==> src/rtl/brs_pkg.sv <==
package brs_pkg;

    typedef enum logic [1:0] {
        ST_IDLE,
        ST_PRECHARGE,
        ST_WAIT_SLOT,
        ST_BUSY
    } brs_state_e;

endpackage

==> src/rtl/brs_interval_timer.sv <==
// Free-running period counter; pulses tick in the last cycle of each period.
module brs_interval_timer #(
    parameter int PERIOD = 488
) (
    input  logic clk,
    input  logic rst_n,
    output logic tick
);
    localparam int CW = (PERIOD > 2) ? $clog2(PERIOD) : 1;
    localparam logic [CW-1:0] LAST = CW'(PERIOD - 1);

    logic [CW-1:0] cnt_q;

    assign tick = (cnt_q == LAST);

    always_ff @(posedge clk) begin
        if (!rst_n) begin
            cnt_q <= '0;
        end else if (tick) begin
            cnt_q <= '0;
        end else begin
            cnt_q <= cnt_q + 1'b1;
        end
    end
endmodule

==> src/rtl/brs_act_window.sv <==
// Rolling activate window: one countdown per slot; a stamp seizes the lowest free slot.
module brs_act_window #(
    parameter int SLOTS = 4,
    parameter int SPAN  = 25
) (
    input  logic clk,
    input  logic rst_n,
    input  logic stamp,
    output logic has_room
);
    localparam int TW = (SPAN > 2) ? $clog2(SPAN) : 1;
    localparam logic [TW-1:0] HOLD = TW'(SPAN - 1);

    logic [TW-1:0]    tmr_q [SLOTS];
    logic [SLOTS-1:0] free;
    logic [SLOTS-1:0] grab;

    always_comb begin
        logic taken;
        taken = 1'b0;
        grab  = '0;
        for (int i = 0; i < SLOTS; i++) begin
            free[i] = (tmr_q[i] == '0);
            if (stamp && free[i] && !taken) begin
                grab[i] = 1'b1;
                taken   = 1'b1;
            end
        end
    end

    assign has_room = |free;

    for (genvar g = 0; g < SLOTS; g++) begin : g_slot
        always_ff @(posedge clk) begin
            if (!rst_n) begin
                tmr_q[g] <= '0;
            end else if (grab[g]) begin
                tmr_q[g] <= HOLD;
            end else if (tmr_q[g] != '0) begin
                tmr_q[g] <= tmr_q[g] - 1'b1;
            end
        end
    end
endmodule

==> src/rtl/brs_bank_ptr.sv <==
// Round-robin bank pointer with wrap.
module brs_bank_ptr #(
    parameter int NUM_BANKS = 8,
    localparam int BW = (NUM_BANKS > 1) ? $clog2(NUM_BANKS) : 1
) (
    input  logic          clk,
    input  logic          rst_n,
    input  logic          advance,
    output logic [BW-1:0] bank
);
    localparam logic [BW-1:0] TOP = BW'(NUM_BANKS - 1);

    always_ff @(posedge clk) begin
        if (!rst_n) begin
            bank <= '0;
        end else if (advance) begin
            bank <= (bank == TOP) ? '0 : bank + 1'b1;
        end
    end
endmodule

==> src/rtl/bank_refresh_seq.sv <==
module bank_refresh_seq
    import brs_pkg::*;
#(
    parameter int NUM_BANKS    = 8,
    parameter int REF_INTERVAL = 488,
    parameter int PB_BUSY      = 45,
    parameter int FAW_SPAN     = 25,
    parameter int FAW_SLOTS    = 4,
    localparam int BW = (NUM_BANKS > 1) ? $clog2(NUM_BANKS) : 1
) (
    input  logic                 clk,
    input  logic                 rst_n,
    input  logic [NUM_BANKS-1:0] row_open,
    input  logic                 pre_ack,
    input  logic                 sched_act,
    output logic                 pre_req,
    output logic [BW-1:0]        pre_bank,
    output logic                 ref_cmd,
    output logic [BW-1:0]        ref_bank,
    output logic [NUM_BANKS-1:0] bank_blocked,
    output logic                 faw_stamp
);
    localparam int CW = (PB_BUSY > 2) ? $clog2(PB_BUSY) : 1;
    localparam logic [CW-1:0] BUSY_LOAD = CW'(PB_BUSY - 2);

    brs_state_e    st_q, st_nxt;
    logic          tick, due_q, has_room, issue, leave_busy;
    logic [BW-1:0] tgt;
    logic [CW-1:0] busy_q;

    brs_interval_timer #(.PERIOD(REF_INTERVAL)) u_timer (
        .clk  (clk),
        .rst_n(rst_n),
        .tick (tick)
    );

    brs_act_window #(.SLOTS(FAW_SLOTS), .SPAN(FAW_SPAN)) u_window (
        .clk     (clk),
        .rst_n   (rst_n),
        .stamp   (issue | sched_act),
        .has_room(has_room)
    );

    brs_bank_ptr #(.NUM_BANKS(NUM_BANKS)) u_ptr (
        .clk    (clk),
        .rst_n  (rst_n),
        .advance(leave_busy),
        .bank   (tgt)
    );

    assign issue      = (st_q == ST_WAIT_SLOT) && !row_open[tgt] && has_room && !sched_act;
    assign leave_busy = (st_q == ST_BUSY) && (busy_q == '0);

    // State register
    always_ff @(posedge clk) begin
        if (!rst_n) begin
            st_q <= ST_IDLE;
        end else begin
            st_q <= st_nxt;
        end
    end

    // Next-state logic
    always_comb begin
        st_nxt = st_q;
        unique case (st_q)
            ST_IDLE: begin
                if (due_q) begin
                    st_nxt = row_open[tgt] ? ST_PRECHARGE : ST_WAIT_SLOT;
                end
            end
            ST_PRECHARGE: begin
                if (pre_ack) begin
                    st_nxt = ST_WAIT_SLOT;
                end
            end
            ST_WAIT_SLOT: begin
                if (row_open[tgt]) begin
                    st_nxt = ST_PRECHARGE;
                end else if (issue) begin
                    st_nxt = ST_BUSY;
                end
            end
            ST_BUSY: begin
                if (busy_q == '0) begin
                    st_nxt = ST_IDLE;
                end
            end
            default: st_nxt = ST_IDLE;
        endcase
    end

    // Pending request flag and busy countdown
    always_ff @(posedge clk) begin
        if (!rst_n) begin
            due_q  <= 1'b0;
            busy_q <= '0;
        end else begin
            if (tick) begin
                due_q <= 1'b1;
            end else if (issue) begin
                due_q <= 1'b0;
            end
            if (issue) begin
                busy_q <= BUSY_LOAD;
            end else if (st_q == ST_BUSY && busy_q != '0) begin
                busy_q <= busy_q - 1'b1;
            end
        end
    end

    // Outputs
    always_comb begin
        pre_req      = (st_q == ST_PRECHARGE);
        pre_bank     = tgt;
        ref_cmd      = issue;
        ref_bank     = tgt;
        faw_stamp    = issue;
        bank_blocked = '0;
        if (issue || st_q == ST_BUSY) begin
            bank_blocked = NUM_BANKS'(1) << tgt;
        end
    end
endmodule

==> config.mk <==
export PLATFORM = sky130hd
export DESIGN_NAME = bank_refresh_seq
export DESIGN_NICKNAME = d
export VERILOG_FILES = /design/src/rtl/brs_pkg.sv /design/src/rtl/brs_interval_timer.sv /design/src/rtl/brs_act_window.sv /design/src/rtl/brs_bank_ptr.sv /design/src/rtl/bank_refresh_seq.sv
export SDC_FILE = /design/constraint.sdc
export NUM_CORES = 1
export LEC_CHECK = 0
export ABC_AREA = 1
export ABC_CLOCK_PERIOD_IN_PS = 2300
export BUFFER_PORTS_ARGS = -buffer_cell sky130_fd_sc_hd__buf_2
export CAP_MARGIN = 20
export CORE_ASPECT_RATIO = 1.4
export CORE_MARGIN = 2
export CORE_UTILIZATION = 55
export DETAILED_ROUTE_END_ITERATION = 10
export PLACE_DENSITY = 0.76
export SLEW_MARGIN = 10
export SYNTH_ARGS = -nofsm -noshare
export SYNTH_HDL_FRONTEND = slang
export SYNTH_SLANG_ARGS = --single-unit
==> constraint.sdc <==
create_clock -name clk -period 2.3 [get_ports clk]
set_clock_uncertainty 0.05 [all_clocks]
set_input_delay 0.115 -clock clk [delete_from_list [all_inputs] [get_ports clk]]
set_output_delay 0.115 -clock clk [all_outputs]
set_load 0.03 [all_outputs]
---- Word-level counts from Yosys, hierarchy flattened ----
Memories as Yosys holds them, arrays and structs flattened.
Cells that the tools add are included.
cells by class
  equality and inequality tests ........... 9
  shift-type cells ........................ 1
  bitwise gates (word level) .............. 10
  multiplexer cells ....................... 58
  order comparisons ....................... 1
  reduce and logical (&&, ||, !) cells .... 35
  add/subtract/negate cells ............... 7
operator list
  operator               count
  $mux W5                8
  $mux W1                38
  $logic_not A5 Y1       4
  $reduce_bool A5 Y1     4
  $sub A5 B1 Y5 const B  4
  $logic_and A1 B1 Y1    12
  $mux W2                6
  $mux W6                2
  $add A9 B1 Y9 const B  1
  $eq A9 B9 Y1 const B   1
  $or A1 B1 Y1           9
  $mux W8                1
  $pmux W2 S4            1
  $shl A1 B3 Y8 const A  1
  $logic_not A6 Y1       1
  $reduce_bool A6 Y1     1
  $sub A6 B1 Y6 const B  1
  $logic_not A1 Y1       5
  $eq A2 B2 Y1 const B   2
  $lt A3 B4 Y1 const B   1
  $ne A2 B2 Y1 const B   2
  $reduce_and A4 Y1      1
  $reduce_bool A2 Y1     2
  $reduce_or A2 Y1       2
  other kinds (11)       11
word-level totals
  bits in writable memories ............... 20
  bits in registers ....................... 21
  memories ................................ 1
  input port bits ......................... 12
memories
  name            words  width  read ports  clocked after Yosys merged registers in  wr ports  line                  text
  u_window.tmr_q  4      5      4           0                                        4         brs_act_window.sv:14  logic [TW-1:0] tmr_q [SLOTS];

---- Longest topological paths before layout ----
Gate-level depths: netlist (run 1).
  word-level depth ........................ 23
  mapped depth ............................ 12

---- Modules after synthesis ----
From an unflattened synthesis (run 1), not the netlist that was laid out.
unflattened totals
  cells, all modules ...................... 352
  area total of the unflattened synthesis .. 2567.5 µm²
by module, submodules not included
  module              sequential area each (µm²)  area each (µm²)  cells an instance  instances
  brs_act_window      600.6                       1272.5           142                1
  bank_refresh_seq    180.2                       730.7            129                1
  brs_interval_timer  180.2                       425.4            63                 1
  brs_bank_ptr        60.1                        138.9            18                 1

---- Worst setup path before layout (run 1) ----
OpenSTA, ideal clock, no wires.
  path type ............................... flip-flop to output port
  from .................................... mem u_window.tmr_q[0][0] in the netlist's numbering
  to ...................................... out bank_blocked[0]
  arrival ................................. 1725 ps
  buffers on the path ..................... 0
  slack ................................... 410 ps
  data required time ...................... 2135 ps
  stages on the path, launching flop included .. 13
  cell sequence ........................... edfxtp_1 inv_1 ha_1 inv_1 nor2_2 nand2_4 nand2_1 nor2_2 inv_2 nand4_4 nand2_1 inv_2 nor2_1
RTL lines
  item             line                    text
  start, declared  brs_act_window.sv:14
  end, declared    bank_refresh_seq.sv:20  output logic [NUM_BANKS-1:0] bank_blocked,

==> results of run 1 <==
==> registers in the layout, indices dropped and copies added (netlist names) <==
| register | flops |
|---|---|
| busy_q | 6 |
| due_q | 1 |
| st_q | 2 |
| u_ptr.bank | 3 |
| u_timer.cnt_q | 9 |
| u_window.tmr_q | 20 |
==> synth_stat cells <==
library cell,count
xnor2_1,3
nor3b_1,1
xor2_1,3
or2_2,3
dfxtp_1,21
nand2_4,3
o21ai_0,9
nand3_1,21
o22ai_2,1
o21a_1,1
nor3_1,3
nand4_1,5
nor2_2,4
ha_1,17
o22ai_1,1
nor2_4,1
nand4_4,1
buf_4,4
a211oi_1,2
a31oi_1,1
nand3_4,2
nand3_2,2
nor4_1,1
nor2_1,47
inv_2,4
edfxtp_1,20
o21ai_1,1
o211ai_1,1
a21oi_1,25
nand2_1,55
buf_6,1
nand2_2,1
o21ai_2,1
inv_1,56
==> power breakdown <==
part           leakage (nW)  switching [mW]  internal [mW]
Combinational         0.868           0.592          0.355
Clock                0.0385           0.237          0.215
Sequential            0.392           0.122           1.01
==> final timing paths <==
| check | startpoint | endpoint | depth (start not counted) |
|---|---|---|---|
| max | u_window.tmr_q[0][0] | bank_blocked[6] | 13 |
| min | pre_ack | st_q[1] | 5 |
| max reg2reg | u_window.tmr_q[0][0] | u_window.tmr_q[3][1] | 12 |
| min reg2reg | u_timer.cnt_q[0] | u_timer.cnt_q[0] | 1 |
==> logic make-up after synthesis <==
family	synth area share
AO/OA/AOI/OAI	0.0952
XOR/XNOR	0.0209
adder cells (fa/ha/maj)	0.0847
buffers and inverters	0.106
flip-flops	0.407
AND/OR/NAND/NOR	0.286
==> metrics by stage <==
stage          hold slack [ns]  area (um^2)  utilization  total power [mW]  cells
6_report                 0.111         2800        0.628              2.53    417
5_1_grt                  0.137         2800        0.628              2.75    417
4_1_cts                  0.104         2770        0.621              2.55    415
3_5_place_dp             0.404         2690        0.602              2.09    407
3_3_place_gp             0.397         2690        0.602              2.06    407
2_1_floorplan            0.250         2510            -              1.91    322
==> area by class of cell <==
cell class / instances / share of cell area
timing repair buffer: 30 / 0.0616
sequential: 41 / 0.364
inverter: 60 / 0.0803
clock inverter: 1 / 0.00268
tap: 62 / 0.0277
clock buffer: 7 / 0.0272
multi-input combinational: 216 / 0.436
==> worst reg2reg max path, delay by kind of cell, from the launching register on <==
kind	cells	cell delay [ns]
buf+inv	3	0.22
flops	1	0.40
fa+ha+maj	1	0.14
simple gates	8	0.82
==> what timing repair did <==
action / in CTS / in global routing
buffers inserted: 0 / 2
gates resized for setup: 0 / 15
setup endpoints to repair: 0 / 8
==> metal layers <==
layer | global-route usage | share of wire | vias up
met5 | 0 | 0 | -
met2 | 0.299 | 0.48 | 23
met3 | 0.0372 | 0.031 | 6
met1 | 0.227 | 0.46 | 918
met4 | 0.0771 | 0.019 | 0
li1 | - | - | 1094
==> results.sh, run 1 <==
export IMPL_tns_ns=0
export IMPL_io_pin_count=29
export IMPL_vias_per_cell=4.89
export IMPL_avgSynthCellArea_um2=7.80
export IMPL_remaining_drc_errors=0
export IMPL_gr_total_overflow=0
export IMPL_syn_to_final_growth_pct=11.7
export IMPL_register_area_um2=1020
export IMPL_rrSetupSlack_ns=0.36
export IMPL_antenna_left=0
export IMPL_synth_top_cell_by_area="edfxtp_1"
export IMPL_die_w_um=61.1
export IMPL_drt_pre_antenna_iters=4
export IMPL_p_leak_nw=1.30
export IMPL_path_max_fanout=8
export IMPL_path_class="flop to output port"
export IMPL_rsz0062_at_grt="no"
export IMPL_clock_fmax_ghz=0.480
export IMPL_cts_buffers=5
export IMPL_tightest_slew_ns=0.397
export IMPL_routed_wl_um=4300
export IMPL_grt_pass1_vias=1774
export IMPL_ys_top_cells_by_area="edfxtp_1, dfxtp_1, ha_1, inv_1, nand2_1"
export IMPL_via_count=2041
export IMPL_max_stage_delay_ns=0.40
export IMPL_path_cells="inv_2 > ha_1 > inv_1 > nor2_2 > nand2_4 > nand2_1 > nor2_2 > inv_2 > nand4_4 > nand2_1 > inv_2 > nor2_1 > clkbuf_4"
export IMPL_end_kind="output port"
export IMPL_setup_violations=0
export IMPL_cp_data_arrival_time_ns=1.92
export IMPL_dr_first_iter_drc_count=102
export IMPL_max_clock_path_buffers=2
export IMPL_layout_drive_gt1_share=0.175
export IMPL_synth_top_cell_area_share=0.239
export IMPL_post_drt_wl_per_cell_um=10.3
export IMPL_ys_seq_elements=41
export IMPL_grtUsageTotal=0.183
export IMPL_pre_cts_ws_ns=0.337
export IMPL_antenna_found_initial=0
export IMPL_crit_top_cell="inv_2"
export IMPL_max_cap_violations=0
export IMPL_htreeDepth=2
export IMPL_core_area_um2=4460
export IMPL_crit_slowest_cell="edfxtp_1"
export IMPL_antenna_cells=0
export IMPL_hold_viol=0
export IMPL_fp_dieH_um=84.0
export IMPL_worst_slack_ns=0.217
export IMPL_hold_path_class="input pin to flop"
export IMPL_cts_root_buf="clkbuf_8"
export IMPL_routabilityCongestion=0.814
export IMPL_cts_tree="yes"
export IMPL_clk_pin_slew_ns=0.08
export IMPL_syn_area_um2=2510
export IMPL_finalCritPeriodShare=0.906
export IMPL_synth_cell_types=34
export IMPL_synth_seq_area_share=0.407
export IMPL_io_buffers=28
export IMPL_layout_commonest_cell="nand2_1"
export IMPL_syn_inst=322
export IMPL_cts_sinks=41
export IMPL_slew_viol_final=0
export IMPL_period_needed_ns=2.08
export IMPL_initial_core_util=0.563
export IMPL_final_cell_mix="nand2_1, inv_1, nor2_1, a21oi_1"
export IMPL_status="finished clean"
export IMPL_grt_max_degree=14
export IMPL_crit_family="simple AND/OR/NAND/NOR gates"
export IMPL_vdd_ir_drop_max_v=0.000507
export IMPL_clk_latency_ns=0.29
export IMPL_nets=383
export IMPL_rows=29
export IMPL_die_area_um2=5130
export IMPL_required_ns=2.13
export IMPL_max_slew_margin=0.735
export IMPL_fillers=411
export IMPL_hold_buffers=0
export IMPL_start_kind="flop"
export IMPL_multi_input_area_um2=1220
export IMPL_p_per_area_nw_per_um2=903
export IMPL_yosys_warnings=0
export IMPL_syn_num_nets=351
export IMPL_cp_num_buf_inv=5
export IMPL_grt_pass1_wl_um=7280
export IMPL_dp_hpwl_um=3340
(Power assumes the default switching activity.)
==> inputs of run 2 (changes only) <==
==> constraint.sdc (replaced) <==
create_clock -name clk -period 2.3 [get_ports clk]
set_clock_uncertainty 0.05 [all_clocks]
set_input_delay 0.115 -clock clk [delete_from_list [all_inputs] [get_ports clk]]
set_output_delay 0.115 -clock clk [all_outputs]
set_load 0.01 [all_outputs]
==> run 2 against run 1 <==
Non-clock buffer count is the same. Critical path type unchanged. Largest power group unchanged. Hold slack gained 0.015 ns. Global-route usage grew 0.66 points. Highest routed layer unchanged. Sequential share of layout area grew 0.13 points.
==> results.sh, run 2 (synthesis gave the netlist of run 1 again) <==
export IMPL_routed_wl_um=4290
export IMPL_die_area_um2=5130
export IMPL_post_drt_wl_per_cell_um=10.3
export IMPL_slew_viol_final=0
export IMPL_max_cap_violations=0
export IMPL_startpoint="u_window.tmr_q[0][0]"
export IMPL_remaining_drc_errors=0
export IMPL_final_cell_mix="inv_1, nand2_1, nor2_1, buf_2, a21oi_1"
export IMPL_path_max_fanout=8
export IMPL_largest_register="u_window.tmr_q"
export IMPL_grt_pass1_vias=1896
export IMPL_tns_ns=0
export IMPL_top_regs="u_window.tmr_q (20), u_timer.cnt_q (9), busy_q (6)"
export IMPL_vdd_ir_drop_max_v=0.000613
export IMPL_cts_root_buf="clkbuf_8"
export IMPL_cts_tree="yes"
export IMPL_gr_total_overflow=0
export IMPL_nets=383
export IMPL_path_class="flop to output port"
export IMPL_hold_buffers=0
export IMPL_clock_fmax_ghz=0.485
export IMPL_htreeDepth=2
export IMPL_hold_path_class="input pin to flop"
export IMPL_die_w_um=61.1
export IMPL_cp_data_arrival_time_ns=1.90
export IMPL_reg2regPathDepth=12
export IMPL_grt_pass1_wl_um=7600
export IMPL_grtUsageTotal=0.190
export IMPL_hold_viol=0
export IMPL_cts_buffers=5
export IMPL_end_kind="output port"
export IMPL_period_needed_ns=2.06
export IMPL_start_kind="flop"
export IMPL_total_power_mw=2.55
export IMPL_rsz0062_at_grt="no"
export IMPL_io_buffers=28
export IMPL_fp_dieH_um=84.0
export IMPL_io_pin_count=29
export IMPL_layout_commonest_cell="inv_1"
export IMPL_antenna_cells=0
export IMPL_largest_reg_flops=20
export IMPL_syn_to_final_growth_pct=11.3
export IMPL_worstHoldStart="rst_n"
export IMPL_finalCritPeriodShare=0.896
export IMPL_dr_first_iter_drc_count=96
export IMPL_p_per_area_nw_per_um2=911
export IMPL_drt_pre_antenna_iters=4
export IMPL_final_core_util=0.626
export IMPL_reg2reg_from="u_window.tmr_q[0][0]"
export IMPL_rows=29
export IMPL_max_clock_path_buffers=2
export IMPL_clk_latency_ns=0.29
export IMPL_antenna_found_initial=0
export IMPL_clk_pin_slew_ns=0.08
export IMPL_setup_violations=0
export IMPL_grt_max_degree=14
export IMPL_tightest_slew_ns=0.399
export IMPL_dp_hpwl_um=3380
export IMPL_p_leak_nw=1.31
export IMPL_status="finished clean"
export IMPL_max_slew_margin=0.733
export IMPL_required_ns=2.13
export IMPL_antenna_left=0
export IMPL_layout_drive_gt1_share=0.175
export IMPL_core_area_um2=4460
export IMPL_vias_per_cell=4.91
export IMPL_initial_core_util=0.563
export IMPL_cts_sinks=41
export IMPL_routabilityCongestion=0.804
export IMPL_min_delay_path_depth=3
export IMPL_via_count=2048
[run 2: path summary, 6_finish.rpt]
path | slack, ns | endpoint
min reg2reg | 0.42 | due_q
min | 0.13 | busy_q[5]
max reg2reg | 0.33 | u_window.tmr_q[3][2]
max | 0.24 | bank_blocked[3]
[run 2: final cells by class]
cell class	instances	area, um^2
Fill cell	415	1670
Multi-Input combinational cell	216	1230
Sequential cell	41	1020
Inverter	60	225
Timing Repair Buffer	30	155
Tap cell	62	77.6
Clock buffer	6	76.3
Clock inverter	2	12.5
[run 2: critical path, stage by stage (launching register included)]
cell,delay (ns)
edfxtp_1,0.40
inv_1,0.11
ha_1,0.15
inv_1,0.04
nor2_2,0.11
nand2_4,0.10
nand2_1,0.08
nor2_2,0.05
inv_2,0.09
nand4_4,0.09
nand2_1,0.10
inv_2,0.07
nor2_1,0.09
buf_2,0.13
[run 2: repair_timing]
| action | CTS | global route |
|---|---|---|
| gates resized for setup | 0 | 1 |
| setup endpoints to repair | 0 | 8 |
| hold endpoints to repair | 0 | 0 |
| setup buffers | 0 | 2 |
[run 2: power by group]
part           internal [mW]  leakage [nW]  switching, mW  total, mW
Sequential              1.01         0.392          0.119       1.13
Combinational          0.359         0.871          0.596      0.955
Clock                  0.227        0.0495          0.236      0.463
[run 2: per-stage QoR]
step	hold slack (ns)	setup slack [ns]	instances	instance area (um^2)
6_report	0.125	0.240	417	2790
5_1_grt	0.136	0.00377	417	2790
4_1_cts	0.115	0.135	415	2780
3_5_place_dp	0.411	0.338	407	2690
3_3_place_gp	0.391	0.397	407	2690
2_1_floorplan	0.250	0.483	322	2510
[run 2: routing by layer]
layer  track usage  share of wire
met5             0              0
met4        0.0652          0.014
met3        0.0388          0.025
met2         0.320           0.51
met1         0.232           0.45
==> inputs of run 3 (changes only) <==
--- a/config.mk
+++ b/config.mk
@@ -11,9 +11,10 @@
 export CAP_MARGIN = 20
 export CORE_ASPECT_RATIO = 1.4
 export CORE_MARGIN = 2
-export CORE_UTILIZATION = 55
+export CORE_UTILIZATION = 35
 export DETAILED_ROUTE_END_ITERATION = 10
-export PLACE_DENSITY = 0.76
+export PLACE_DENSITY = 0.53
+export SETUP_SLACK_MARGIN = 0.3
 export SLEW_MARGIN = 10
 export SYNTH_ARGS = -nofsm -noshare
 export SYNTH_HDL_FRONTEND = slang
==> run 3 against run 2 <==
Clock power shrank 2%. Via count grew 0.78%. Sequential share of layout area shrank 3.3 points. Wire length grew 12%. First-iteration DRC count shrank 65%. Final area grew 10%. Hold slack lost 0.022 ns. Non-clock buffer count grew 11. Critical endpoint is now bank_blocked[0]. Largest cell class unchanged. Largest power group is now combinational logic. Highest routed layer unchanged.
==> results.sh, run 3 (synthesis gave the netlist of run 1 again) <==
export IMPL_crit_family="simple AND/OR/NAND/NOR gates"
export IMPL_htreeDepth=2
export IMPL_worstReg2RegEnd="u_window.tmr_q[3][4]"
export IMPL_core_area_um2=6940
export IMPL_vdd_ir_drop_max_v=0.000362
export IMPL_clock_fmax_ghz=0.489
export IMPL_layout_drive_gt1_share=0.279
export IMPL_antenna_left=0
export IMPL_vias_per_cell=4.48
export IMPL_grt_pass1_vias=1890
export IMPL_die_area_um2=7880
export IMPL_status="finished clean"
export IMPL_min_delay_path_depth=5
export IMPL_total_power_mw=2.84
export IMPL_clk_pin_slew_ns=0.08
export IMPL_rrSetupSlack_ns=0.34
export IMPL_period_needed_ns=2.05
export IMPL_die_w_um=75.6
export IMPL_largest_reg_flops=20
export IMPL_grt_max_degree=14
export IMPL_reg2reg_from="u_window.tmr_q[1][0]"
export IMPL_cp_data_arrival_time_ns=1.88
export IMPL_slew_viol_final=0
export IMPL_reg2regPathDepth=12
export IMPL_max_slew_margin=0.717
export IMPL_grtUsageTotal=0.126
export IMPL_dp_hpwl_um=3530
export IMPL_final_cell_mix="nand2_1, inv_1, nor2_1, buf_2, a21oi_1"
export IMPL_largest_register="u_window.tmr_q"
export IMPL_max_cap_violations=0
export IMPL_finalCritPeriodShare=0.890
export IMPL_io_buffers=28
export IMPL_fp_dieH_um=104
export IMPL_initial_core_util=0.362
export IMPL_cts_buffers=5
export IMPL_nets=394
export IMPL_path_max_fanout=8
export IMPL_final_core_util=0.443
export IMPL_tightest_slew_ns=0.424
export IMPL_start_kind="flop"
export IMPL_antenna_cells=0
export IMPL_worst_slack_ns=0.254
export IMPL_top_regs="u_window.tmr_q (20), u_timer.cnt_q (9), busy_q (6)"
export IMPL_max_stage_delay_ns=0.42
export IMPL_cts_sinks=41
export IMPL_layout_commonest_cell="nand2_1"
export IMPL_syn_to_final_growth_pct=22.4
export IMPL_io_pin_count=29
export IMPL_dr_first_iter_drc_count=34
export IMPL_crit_slowest_cell="edfxtp_1"
export IMPL_remaining_drc_errors=0
export IMPL_max_clock_path_buffers=2
export IMPL_required_ns=2.13
export IMPL_cts_tree="yes"
export IMPL_tns_ns=0
export IMPL_pre_cts_ws_ns=0.317
export IMPL_post_drt_wl_per_cell_um=10.4
export IMPL_cp_num_buf_inv=5
export IMPL_clk_latency_ns=0.29
export IMPL_antenna_found_initial=0
export IMPL_path_class="flop to output port"
export IMPL_setup_violations=0
export IMPL_hold_viol=0
export IMPL_worstHoldStart="pre_ack"
export IMPL_hold_buffers=0
export IMPL_grt_pass1_wl_um=7860
export IMPL_routed_wl_um=4820
export IMPL_via_count=2064
export IMPL_p_per_area_nw_per_um2=925
export IMPL_cts_root_buf="clkbuf_8"
export IMPL_rsz0062_at_grt="yes"
export IMPL_drt_pre_antenna_iters=4
export IMPL_gr_total_overflow=0
export IMPL_rows=36
export IMPL_hold_path_class="input pin to flop"
export IMPL_path_cells="inv_2 > ha_4 > inv_2 > nor2_2 > nand2_2 > nand2_2 > nor2_4 > inv_2 > nand4_4 > nand2_2 > clkinv_4 > nor2_1 > buf_2"
export IMPL_end_kind="output port"
export IMPL_holdPathEnd="st_q[1]"
export IMPL_routabilityCongestion=0.695
export IMPL_p_leak_nw=1.37
run 3: changes by cell type in the layout (fill, tap and decap cells not counted), moves of 7 or more:
cell,change
buf_4,+11
nor2_1,-8
inv_2,+7
inv_1,-9
run 3: stage by stage:
stage | cells | hold slack [ns] | cell area, um^2
2_1_floorplan | 322 | 0.250 | 2510
3_3_place_gp | 441 | 0.400 | 2740
3_5_place_dp | 441 | 0.406 | 2740
4_1_cts | 453 | 0.0953 | 2880
5_1_grt | 461 | 0.144 | 3070
6_report | 461 | 0.104 | 3070
run 3: timing repair:
item                       4_1_cts  5_1_grt
setup buffers                    4        8
setup endpoints to repair       10       25
gates resized for setup         12       34
pin swaps                        3       11
run 3: per-layer routing:
| metal | GRT usage | vias up | wire length, um |
|---|---|---|---|
| li1 | - | 1113 | - |
| met1 | 0.155 | 925 | 2110 |
| met2 | 0.207 | 19 | 2490 |
| met3 | 0.0281 | 7 | 121 |
| met4 | 0.0526 | 0 | 91 |
| met5 | 0 | - | 0 |
run 3: how the worst max path moves through the flow:
| stage | start | endpoint | cells after the start | slack (ns) |
|---|---|---|---|---|
| after floorplan | u_window.tmr_q[0][0] | u_window.tmr_q[2][0] | 12 | 0.48 |
| after global placement | u_window.tmr_q[0][0] | u_window.tmr_q[3][0] | 12 | 0.37 |
| after detailed placement | u_window.tmr_q[0][0] | u_window.tmr_q[3][1] | 12 | 0.32 |
| after CTS | u_window.tmr_q[3][0] | bank_blocked[4] | 13 | 0.30 |
| after global routing | u_window.tmr_q[2][0] | bank_blocked[0] | 13 | 0.09 |
| final | u_window.tmr_q[3][0] | bank_blocked[0] | 13 | 0.25 |
run 3: layout make-up:
type | instances | area, um^2
inverter | 60 | 233
clock inverter | 3 | 16.3
clock buffer | 5 | 68.8
fill | 724 | 3860
timing repair buffer | 41 | 250
sequential | 41 | 1020
tap | 95 | 119
multi-input combinational | 216 | 1360
run 3: worst min-delay path, cell delays in order:
cell     delay, ns
buf_2         0.08
a21oi_1       0.07
inv_1         0.04
nand3_1       0.06
inv_1         0.05
run 3: where the power goes:
group / leakage (nW) / switching (mW) / total, mW / internal, mW
logic: 0.932 / 0.715 / 1.25 / 0.540
clock network: 0.0482 / 0.242 / 0.452 / 0.210
registers: 0.392 / 0.128 / 1.14 / 1.01
